**config.mk**
```make
export PLATFORM = sky130hd
export DESIGN_NAME = rn_rename_map
export DESIGN_NICKNAME = d
export VERILOG_FILES = /design/src/rtl/rn_pkg.sv /design/src/rtl/rn_free_list.sv /design/src/rtl/rn_map_table.sv /design/src/rtl/rn_rename_map.sv
export SDC_FILE = /design/constraint.sdc
export NUM_CORES = 1
export LEC_CHECK = 0
export CAP_MARGIN = 20
export CORE_ASPECT_RATIO = 0.6
export CORE_MARGIN = 1
export CORE_UTILIZATION = 45
export DETAILED_ROUTE_END_ITERATION = 8
export DONT_BUFFER_PORTS = 1
export PLACE_DENSITY = 0.61
export SLEW_MARGIN = 5
export SYNTH_ARGS = -nofsm -noshare
export SYNTH_HDL_FRONTEND = slang
export SYNTH_SLANG_ARGS = --single-unit
```
**constraint.sdc**
```tcl
create_clock -name clk -period 3.4 [get_ports clk]
set_input_delay 0.68 -clock clk [delete_from_list [all_inputs] [get_ports clk]]
set_output_delay 0.68 -clock clk [all_outputs]
set_load 0.01 [all_outputs]
```
**src/rtl/rn_pkg.sv**
```systemverilog
// Package rn_pkg
// Default sizes shared by the rename block and its checker, plus the
// helper that gives the reset-time mapping of an architectural register.
package rn_pkg;
    localparam int ARCH_REGS_DEF   = 8;
    localparam int ROB_ENTRIES_DEF = 8;

    // Reset mapping: tag 0 is reserved, so register i sits on tag i+1.
    function automatic int rn_reset_tag(input int arch_idx);
        return arch_idx + 1;
    endfunction
endpackage

```
**src/rtl/rn_free_list.sv**
```systemverilog
// Module rn_free_list
// Circular queue of unallocated physical tags. Pops from the head, takes
// retired tags at the tail and returned (rolled back) tags at the head.
// Assumes: push_front and pop never occur in the same cycle, pop only when
// not empty, and the owner never pushes more tags than DEPTH in total.
module rn_free_list #(
    parameter int DEPTH    = 8,
    parameter int TAG_W    = 5,
    parameter int BASE_TAG = 9
) (
    input  logic             clk,
    input  logic             rst_n,
    input  logic             pop,
    output logic [TAG_W-1:0] head_tag,
    output logic             empty,
    input  logic             push_back,
    input  logic [TAG_W-1:0] push_back_tag,
    input  logic             push_front,
    input  logic [TAG_W-1:0] push_front_tag
);
    localparam int PTR_W = (DEPTH > 1) ? $clog2(DEPTH) : 1;
    localparam int CNT_W = $clog2(DEPTH + 1);

    logic [TAG_W-1:0] slots [DEPTH];
    logic [PTR_W-1:0] head_q, tail_q;
    logic [CNT_W-1:0] count_q;
    logic [PTR_W-1:0] head_inc, head_dec, tail_inc;

    function automatic logic [PTR_W-1:0] wrap_inc(input logic [PTR_W-1:0] p);
        return (p == PTR_W'(DEPTH - 1)) ? '0 : p + 1'b1;
    endfunction

    function automatic logic [PTR_W-1:0] wrap_dec(input logic [PTR_W-1:0] p);
        return (p == '0) ? PTR_W'(DEPTH - 1) : p - 1'b1;
    endfunction

    // Neighbouring pointer positions used by the update process.
    always_comb begin
        head_inc = wrap_inc(head_q);
        head_dec = wrap_dec(head_q);
        tail_inc = wrap_inc(tail_q);
    end

    // Slot storage: preload with the spare tags, then write pushed tags.
    always_ff @(posedge clk) begin
        if (!rst_n) begin
            for (int i = 0; i < DEPTH; i++) begin
                slots[i] <= TAG_W'(BASE_TAG + i);
            end
        end else begin
            if (push_front) slots[head_dec] <= push_front_tag;
            if (push_back)  slots[tail_q]   <= push_back_tag;
        end
    end

    // Pointers and occupancy: starts full, head and tail both at slot 0.
    always_ff @(posedge clk) begin
        if (!rst_n) begin
            head_q  <= '0;
            tail_q  <= '0;
            count_q <= CNT_W'(DEPTH);
        end else begin
            if (push_front)  head_q <= head_dec;
            else if (pop)    head_q <= head_inc;
            if (push_back)   tail_q <= tail_inc;
            count_q <= count_q + CNT_W'(push_front) + CNT_W'(push_back)
                     - CNT_W'(pop);
        end
    end

    // Front-of-queue view.
    always_comb begin
        head_tag = slots[head_q];
        empty    = (count_q == '0);
    end
endmodule

```
**src/rtl/rn_map_table.sv**
```systemverilog
// Module rn_map_table
// One tag plus ready bit per architectural register, with NUM_RD bypassed
// lookup ports and one plain lookup of the destination's current tag.
// Write priority per entry: restore, then allocation, then broadcast set.
// Assumes: restore and allocation never target the same cycle.
module rn_map_table #(
    parameter int ARCH_REGS = 8,
    parameter int TAG_W     = 5,
    parameter int NUM_RD    = 2,
    parameter int ARCH_W    = $clog2(ARCH_REGS)
) (
    input  logic                          clk,
    input  logic                          rst_n,
    input  logic [NUM_RD-1:0][ARCH_W-1:0] rd_addr,
    output logic [NUM_RD-1:0][TAG_W-1:0]  rd_tag,
    output logic [NUM_RD-1:0]             rd_rdy,
    input  logic [ARCH_W-1:0]             dst_addr,
    output logic [TAG_W-1:0]              dst_cur_tag,
    input  logic                          alloc_we,
    input  logic [TAG_W-1:0]              alloc_tag,
    input  logic                          cdb_valid,
    input  logic [TAG_W-1:0]              cdb_tag,
    input  logic                          restore_we,
    input  logic [ARCH_W-1:0]             restore_addr,
    input  logic [TAG_W-1:0]              restore_tag
);
    logic [TAG_W-1:0] ent_tag [ARCH_REGS];
    logic             ent_rdy [ARCH_REGS];

    for (genvar g = 0; g < ARCH_REGS; g++) begin : g_entry
        logic [TAG_W-1:0] tag_r;
        logic             rdy_r;

        // Entry state: reset mapping, then restore / allocate / wake-up.
        always_ff @(posedge clk) begin
            if (!rst_n) begin
                tag_r <= TAG_W'(rn_pkg::rn_reset_tag(g));
                rdy_r <= 1'b1;
            end else if (restore_we && restore_addr == ARCH_W'(g)) begin
                tag_r <= restore_tag;
                rdy_r <= 1'b1;
            end else if (alloc_we && dst_addr == ARCH_W'(g)) begin
                tag_r <= alloc_tag;
                rdy_r <= 1'b0;
            end else if (cdb_valid && cdb_tag == tag_r) begin
                rdy_r <= 1'b1;
            end
        end

        assign ent_tag[g] = tag_r;
        assign ent_rdy[g] = rdy_r;
    end

    for (genvar p = 0; p < NUM_RD; p++) begin : g_read
        // Lookup port with same-cycle broadcast bypass on the ready bit.
        always_comb begin
            rd_tag[p] = ent_tag[rd_addr[p]];
            rd_rdy[p] = ent_rdy[rd_addr[p]]
                      | (cdb_valid && cdb_tag == ent_tag[rd_addr[p]]);
        end
    end

    // Current mapping of the destination, reported as the displaced tag.
    always_comb begin
        dst_cur_tag = ent_tag[dst_addr];
    end
endmodule

```
**src/rtl/rn_rename_map.sv**
```systemverilog
// Module rn_rename_map
// Rename stage core: map table plus free tag queue. Dispatch is refused
// while a rollback step is in progress or when a destination is needed and
// the queue is empty. Retirement and rollback push tags into the queue.
// Assumes: the surrounding core only frees or returns tags it was given,
// and rolls back youngest first, one instruction per cycle.
module rn_rename_map #(
    parameter int ARCH_REGS   = rn_pkg::ARCH_REGS_DEF,
    parameter int ROB_ENTRIES = rn_pkg::ROB_ENTRIES_DEF,
    parameter int PHYS_REGS   = ARCH_REGS + ROB_ENTRIES,
    parameter int TAG_W       = $clog2(PHYS_REGS + 1),
    parameter int ARCH_W      = $clog2(ARCH_REGS)
) (
    input  logic              clk,
    input  logic              rst_n,
    input  logic              disp_valid,
    output logic              disp_ready,
    input  logic              disp_has_dst,
    input  logic [ARCH_W-1:0] disp_dst,
    input  logic [ARCH_W-1:0] disp_src1,
    input  logic [ARCH_W-1:0] disp_src2,
    output logic [TAG_W-1:0]  src1_tag,
    output logic              src1_rdy,
    output logic [TAG_W-1:0]  src2_tag,
    output logic              src2_rdy,
    output logic [TAG_W-1:0]  dst_tag,
    output logic [TAG_W-1:0]  dst_old_tag,
    input  logic              cdb_valid,
    input  logic [TAG_W-1:0]  cdb_tag,
    input  logic              ret_valid,
    input  logic [TAG_W-1:0]  ret_tag,
    input  logic              rb_valid,
    input  logic [ARCH_W-1:0] rb_dst,
    input  logic [TAG_W-1:0]  rb_old_tag,
    input  logic [TAG_W-1:0]  rb_new_tag
);
    localparam int NUM_RD = 2;

    logic                          fl_empty;
    logic [TAG_W-1:0]              fl_head;
    logic                          alloc;
    logic [NUM_RD-1:0][ARCH_W-1:0] rd_addr;
    logic [NUM_RD-1:0][TAG_W-1:0]  rd_tag;
    logic [NUM_RD-1:0]             rd_rdy;
    logic [TAG_W-1:0]              cur_dst_tag;

    // Acceptance and allocation decision for the dispatch slot.
    always_comb begin
        disp_ready = !rb_valid && (!disp_has_dst || !fl_empty);
        alloc      = disp_valid && disp_ready && disp_has_dst;
    end

    // Source lookup wiring and dispatch result outputs.
    always_comb begin
        rd_addr[0]  = disp_src1;
        rd_addr[1]  = disp_src2;
        src1_tag    = rd_tag[0];
        src1_rdy    = rd_rdy[0];
        src2_tag    = rd_tag[1];
        src2_rdy    = rd_rdy[1];
        dst_tag     = (disp_has_dst && !fl_empty) ? fl_head : '0;
        dst_old_tag = disp_has_dst ? cur_dst_tag : '0;
    end

    rn_map_table #(
        .ARCH_REGS (ARCH_REGS),
        .TAG_W     (TAG_W),
        .NUM_RD    (NUM_RD),
        .ARCH_W    (ARCH_W)
    ) u_map (
        .clk          (clk),
        .rst_n        (rst_n),
        .rd_addr      (rd_addr),
        .rd_tag       (rd_tag),
        .rd_rdy       (rd_rdy),
        .dst_addr     (disp_dst),
        .dst_cur_tag  (cur_dst_tag),
        .alloc_we     (alloc),
        .alloc_tag    (fl_head),
        .cdb_valid    (cdb_valid),
        .cdb_tag      (cdb_tag),
        .restore_we   (rb_valid),
        .restore_addr (rb_dst),
        .restore_tag  (rb_old_tag)
    );

    rn_free_list #(
        .DEPTH    (ROB_ENTRIES),
        .TAG_W    (TAG_W),
        .BASE_TAG (ARCH_REGS + 1)
    ) u_free (
        .clk            (clk),
        .rst_n          (rst_n),
        .pop            (alloc),
        .head_tag       (fl_head),
        .empty          (fl_empty),
        .push_back      (ret_valid),
        .push_back_tag  (ret_tag),
        .push_front     (rb_valid),
        .push_front_tag (rb_new_tag)
    );
endmodule

```
==> flow_metrics.env, run 1 <==
export IMPL_regToRegEndpoint="u_free.count_q[2]"
export IMPL_hold_violations=0
export IMPL_grt_pass1_wl_mm=32.2
export IMPL_worst_pin_slew_ns=0.863
export IMPL_ant_nets=0
export IMPL_combPwrFrac=0.209
export IMPL_clock_path_buffers=2
export IMPL_critical_path_class="reg -> out"
export IMPL_first_iter_violations=794
export IMPL_finClkSkew_ns=0.00675
export IMPL_critPathArrivalTime_ns=2.17
export IMPL_num_vias=5662
export IMPL_nets=703
export IMPL_start_util=0.461
export IMPL_synthArstFlopShare=0
export IMPL_slew_headroom=0.420
export IMPL_drc=0
export IMPL_synth_edf_count=40
export IMPL_min_period_ns=2.85
export IMPL_r2r_setup_slack_ns=0.60
export IMPL_synthCells=679
export IMPL_dieArea_um2=15400
export IMPL_cts_resized=0
export IMPL_grt_pass1_vias=5249
export IMPL_die_w_um=159
export IMPL_ys_seq_area_frac=0.362
export IMPL_clkLatencyLatePin_ns=0.35
export IMPL_ys_warnings_count=0
export IMPL_overflow=0
export IMPL_reg2reg_depth=10
export IMPL_end_kind="primary output"
export IMPL_hold_slack_ns=0.418
export IMPL_power_density_nw_per_um2=424
export IMPL_io_pins=62
export IMPL_finalCoreUtilization=0.485
export IMPL_path_clk_slew_ns=0.07
export IMPL_rsz0062_at_grt="no"
export IMPL_period_share=0.837
export IMPL_mostFrequentLayoutCells="nand2_1, dfxtp_1, nor2_1"
export IMPL_dp_hpwl_mm=16.8
export IMPL_clockRootBuffer="clkbuf_16"
export IMPL_required_ns=2.72
export IMPL_p_switching_uw=888
export IMPL_dr_pass1_iters=6
export IMPL_fmax_mhz=351
export IMPL_cts_sinks=101
export IMPL_grt_max_degree=40
export IMPL_synth_area_per_cell_um2=9.86
export IMPL_port_buffers=0
export IMPL_synth_seq_cells=101
export IMPL_via_per_inst=6.63
export IMPL_swShare=0.297
export IMPL_track_usage=0.287
export IMPL_drt_wl_total_mm=21.7
export IMPL_final_layout_size_suffix_gt1_frac=0.108
export IMPL_crit_end="src1_rdy"
export IMPL_p_leak_nw=2.46
export IMPL_numCtsBuffers=9
export IMPL_fin_setup_tns_ns=0
export IMPL_cts_tree="yes"
export IMPL_startpoint_type="flip-flop"
export IMPL_finalMaxSlewViolations=0
export IMPL_seq_power_share=0.472
export IMPL_core_area_um2=14500
export IMPL_layout_commonest_cell="nand2_1"
export IMPL_holdBufCountCts=0
export IMPL_cts_htree_levels=3
export IMPL_hp_class="in -> reg"
export IMPL_max_cap_violations=0
export IMPL_worstHoldPathCells=1
export IMPL_gp_congestion=0.966
export IMPL_wl_per_cell_um=25.4
export IMPL_n_antenna_cell=0
export IMPL_ir_drop_v=0.000271
export IMPL_clkPwrFrac=0.319
export IMPL_reg2reg_from="u_free.count_q[2]"
export IMPL_antenna_found_initial=0
export IMPL_path_max_fanout=5
export IMPL_synthDistinctLibCells=60
export IMPL_post_cts_setup_buffers=0
export IMPL_crit_start="u_map.g_entry[3].tag_r[2]"
export IMPL_run_status="complete, no violations"
export IMPL_fill_cells=1356
export IMPL_setup_viol=0
export IMPL_synth_fp_nets=731
export IMPL_die_y_um=96.5
export IMPL_p_int_mw=2.10
export IMPL_netlist_area_um2=6690
export IMPL_rows=34
export IMPL_synth_ff_type="dfxtp_1"
export IMPL_area_delta_synth_final_pct=5.18
-- per-stage QoR --
step / setup slack [ns] / std cells / area [um2] / total power, mW
after floorplan: 0.650 / 679 / 6690 / 1.94
final: 0.553 / 854 / 7040 / 2.98
after global routing: 0.423 / 854 / 7040 / 3.11
after detailed placement: 0.526 / 838 / 6770 / 2.04
after global placement: 0.603 / 838 / 6770 / 2.03
after CTS: 0.575 / 854 / 7040 / 2.97
-- layer usage --
metal	global-route usage	routed length, um
met5	0	0
met3	0.128	3470
met1	0.434	10100
met2	0.363	7980
met4	0.0521	147
-- sequential cells by signal, indices dropped and copies added (netlist names), named ones only --
register	flops
u_free.slots	40
u_free.tail_q	3
u_map.g_entry.rdy_r	8
u_map.g_entry.tag_r	40
u_free.count_q	4
u_free.head_q	3
-- worst min-delay path by stage --
| stage | to | start |
|---|---|---|
| floorplan | flip-flop | u_free.head_q[1] |
| global placement | flip-flop | u_free.head_q[1] |
| detailed placement | flip-flop | u_free.head_q[1] |
| CTS | u_free.count_q[3] | rst_n |
| global route | u_free.count_q[3] | rst_n |
| finish | u_free.count_q[3] | rst_n |
-- synthesized netlist by cell type, types with 3 or more instances --
master     n  area share
ha_1      11       0.021
a22oi_1   33       0.037
a21oi_1   41       0.031
inv_1     27       0.015
mux2_2     7       0.012
xnor2_1   11       0.014
nor3_1     7      0.0052
buf_4      3      0.0034
buf_1     10      0.0056
nor4_2     4      0.0075
nand2b_1   8      0.0075
o22a_1    14       0.018
o21ai_0    5      0.0037
xor2_1    37       0.048
nor2_1    46       0.026
nand4_1    3      0.0028
nand2_1   68       0.038
mux2i_1   41       0.061
o22ai_1   14       0.013
o21ai_1    4      0.0030
clkbuf_1  15      0.0084
a221o_1    9       0.013
nor2b_1   11       0.010
buf_2     14       0.010
nand3_1   18       0.013
dfxtp_1   61        0.18
o211ai_1   4      0.0045
nor3_2     3      0.0045
nor4_1     9      0.0084
mux4_2    32        0.11
or3_1      5      0.0047
and2_1     6      0.0056
a31oi_1   11       0.010
o221ai_1   3      0.0039
edfxtp_1  40        0.18
a22o_1     7      0.0092
and3_1     5      0.0047
a211oi_1   4      0.0045
-- critical path, stage by stage (launching register included) --
cell     delay [ns]
dfxtp_1        0.39
mux4_2         0.53
mux2_2         0.33
xnor2_1        0.14
nand2_1        0.06
o31ai_1        0.37
-- cell type report --
| cell class | count | area [um2] | area share |
|---|---|---|---|
| Multi-Input combinational cell | 505 | 3950 | 0.561 |
| Sequential cell | 101 | 2420 | 0.344 |
| Tap cell | 198 | 248 | 0.0352 |
| Clock buffer | 10 | 229 | 0.0325 |
| Inverter | 28 | 105 | 0.0149 |
| Timing Repair Buffer | 6 | 45.0 | 0.00640 |
| Clock inverter | 6 | 38.8 | 0.00551 |
-- kinds of logic (layout without fill, tap and decap cells) --
logic type | count (synthesis) | in the layout | share of synthesized area
AOI/OAI and AO/OA | 161 | 161 | 0.167
xor gates and xnor gates | 48 | 48 | 0.0628
adders and majority gates | 13 | 13 | 0.0265
buffers and inverters | 73 | 50 | 0.0477
DFF | 101 | 101 | 0.362
muxes | 80 | 80 | 0.181
and+or+nand+nor | 203 | 203 | 0.153
-- power groups by stage --
| stage | logic [mW] | registers [mW] | clock network (mW) |
|---|---|---|---|
| 6_report | 0.624 | 1.41 | 0.952 |
| 4_1_cts | 0.614 | 1.41 | 0.955 |
| 3_3_place_gp | 0.594 | 1.43 | 0 |
| 5_1_grt | 0.684 | 1.42 | 1.01 |
| 3_5_place_dp | 0.610 | 1.43 | 0 |
| 2_1_floorplan | 0.537 | 1.40 | 0 |
No activity file was read; power rests on OpenSTA's default activity.
==> run 2: changes to the inputs <==
--- a/config.mk
+++ b/config.mk
@@ -11,7 +11,7 @@
 export CORE_UTILIZATION = 45
 export DETAILED_ROUTE_END_ITERATION = 8
 export DONT_BUFFER_PORTS = 1
-export PLACE_DENSITY = 0.61
+export PLACE_DENSITY = 0.63
 export SLEW_MARGIN = 5
 export SYNTH_ARGS = -nofsm -noshare
 export SYNTH_HDL_FRONTEND = slang
==> constraint.sdc (replaced) <==
create_clock -name clk -period 2.4 [get_ports clk]
set_input_delay 0.48 -clock clk [delete_from_list [all_inputs] [get_ports clk]]
set_output_delay 0.48 -clock clk [all_outputs]
set_load 0.01 [all_outputs]
==> flow_metrics.env, run 2 (synthesis gave the netlist of run 1 again) <==
export IMPL_run_status="finished, violations left"
export IMPL_violations="setup timing"
export IMPL_path_max_fanout=5
export IMPL_cp_slowest_cell="mux4_2"
export IMPL_critPathArrivalTime_ns=2.07
export IMPL_nets=740
export IMPL_num_vias=5891
export IMPL_dieArea_um2=15400
export IMPL_dr_pass1_iters=5
export IMPL_combPwrFrac=0.245
export IMPL_slew_headroom=0.468
export IMPL_port_buffers=0
export IMPL_p_int_mw=3.13
export IMPL_power_density_nw_per_um2=603
export IMPL_swShare=0.309
export IMPL_grt_pass1_vias=5379
export IMPL_startpoint_type="flip-flop"
export IMPL_final_layout_size_suffix_gt1_frac=0.214
export IMPL_rsz0062_at_grt="yes"
export IMPL_grt_pass1_wl_mm=32.8
export IMPL_layout_commonest_cell="nand2_1"
export IMPL_drt_wl_total_mm=22.0
export IMPL_n_antenna_cell=0
export IMPL_finalMaxSlewViolations=0
export IMPL_start_util=0.461
export IMPL_worst_pin_slew_ns=0.792
export IMPL_end_kind="primary output"
export IMPL_hold_slack_ns=0.204
export IMPL_max_cap_violations=0
export IMPL_area_delta_synth_final_pct=12.1
export IMPL_critical_path_class="reg -> out"
export IMPL_wl_per_cell_um=24.7
export IMPL_fin_setup_tns_ns=-0.174
export IMPL_via_per_inst=6.61
export IMPL_cts_tree="yes"
export IMPL_hold_violations=0
export IMPL_clockRootBuffer="clkbuf_16"
export IMPL_finClkSkew_ns=0.00714
export IMPL_first_iter_violations=752
export IMPL_die_y_um=96.5
export IMPL_rows=34
export IMPL_overflow=0
export IMPL_setup_viol=2
export IMPL_dp_hpwl_mm=16.7
export IMPL_min_period_ns=2.55
export IMPL_grt_max_degree=43
export IMPL_path_clk_slew_ns=0.08
export IMPL_clkLatencyLatePin_ns=0.35
export IMPL_drc=0
export IMPL_die_w_um=159
export IMPL_period_share=1.06
export IMPL_io_pins=62
export IMPL_p_leak_nw=2.72
export IMPL_crit_chain="mux4_2, mux2_4, xnor2_1, nand2_1, o31ai_2, buf_4"
export IMPL_cts_htree_levels=3
export IMPL_numCtsBuffers=9
export IMPL_ant_nets=0
export IMPL_cts_sinks=101
export IMPL_track_usage=0.290
export IMPL_fmax_mhz=393
export IMPL_reg_largest_list="u_free.slots (40), u_map.g_entry.tag_r (40), u_map.g_entry.rdy_r (8)"
export IMPL_required_ns=1.92
export IMPL_gp_congestion=0.950
export IMPL_clkPwrFrac=0.318
export IMPL_ir_drop_v=0.000385
export IMPL_clock_path_buffers=2
export IMPL_cpPeakStageDelay_ns=0.52
export IMPL_core_area_um2=14500
export IMPL_seq_power_share=0.436
export IMPL_hp_class="in -> reg"
export IMPL_fin_ws_ns=-0.147
export IMPL_antenna_found_initial=1
export IMPL_p_switching_mw=1.40
export IMPL_mostFrequentLayoutCells="nand2_1, nor2_1, mux2i_1, buf_4"
## run 2: cell count changes in the layout (fill, tap and decap cells not counted), sizes merged
cell	change
clkinvlp	+1
buf	+37
clkbuf	-1
clkinv	-3
inv	+3
## run 2: worst max-delay path: cells and delay by family, from the launching register on
kind	cells	cell delay [ns]
AOI/OAI and AO/OA	1	0.18
xor gates and xnor gates	1	0.13
buffers and inverters	1	0.16
muxes	2	0.82
DFF	1	0.36
and+or+nand+nor	1	0.08
## run 2: path summary, 6_finish.rpt
path | from | to | slack, ns | cells after the start
setup / recovery | u_map.g_entry[3].tag_r[2] | src1_rdy | -0.15 | 6
hold / removal | rst_n | u_free.count_q[3] | 0.20 | 1
setup reg to reg | u_free.count_q[3] | u_free.count_q[1] | 0.05 | 9
hold reg to reg | u_map.g_entry[4].tag_r[3] | u_map.g_entry[4].tag_r[3] | 0.51 | 2
## run 2: cell type report
cell class,count,area (um2)
Clock buffer,9,225
Clock inverter,7,63.8
Fill cell,1279,7010
Inverter,28,105
Multi-Input combinational cell,505,4050
Sequential cell,101,2450
Tap cell,198,248
Timing Repair Buffer,43,355
## run 2: per-layer routing
layer  global-route usage  wire (um)  share of wire
met2                0.380       8490           0.39
met3                0.113       3380           0.15
met5                    0          0              0
met1                0.441       9990           0.45
met4               0.0481        151         0.0069
## run 2: stage by stage
step / instance area (um2) / setup WS [ns] / cells / total power [mW] / util
after floorplan: 6720 / -0.0405 / 679 / 2.75 / -
after global placement: 7050 / -0.00137 / 871 / 2.97 / 0.486
after detailed placement: 7050 / -0.0597 / 871 / 3.00 / 0.486
after CTS: 7430 / -0.112 / 889 / 4.45 / 0.512
after global routing: 7500 / -0.203 / 891 / 4.70 / 0.517
final: 7500 / -0.147 / 891 / 4.53 / 0.517
## run 2: power groups by stage
stage | Combinational [mW] | Sequential (mW) | Clock (mW)
floorplan | 0.769 | 1.98 | 0
CTS | 1.04 | 1.97 | 1.44
global placement | 0.967 | 2.00 | 0
global route | 1.19 | 1.99 | 1.52
detailed placement | 0.997 | 2.00 | 0
finish | 1.11 | 1.98 | 1.44
## run 2: what timing repair did
action,in CTS,in global routing
gates resized for setup,24,21
hold buffers,0,0
cloned,1,0
endpoints found under the setup margin,9,9
pin swaps,0,2
setup buffers,1,2
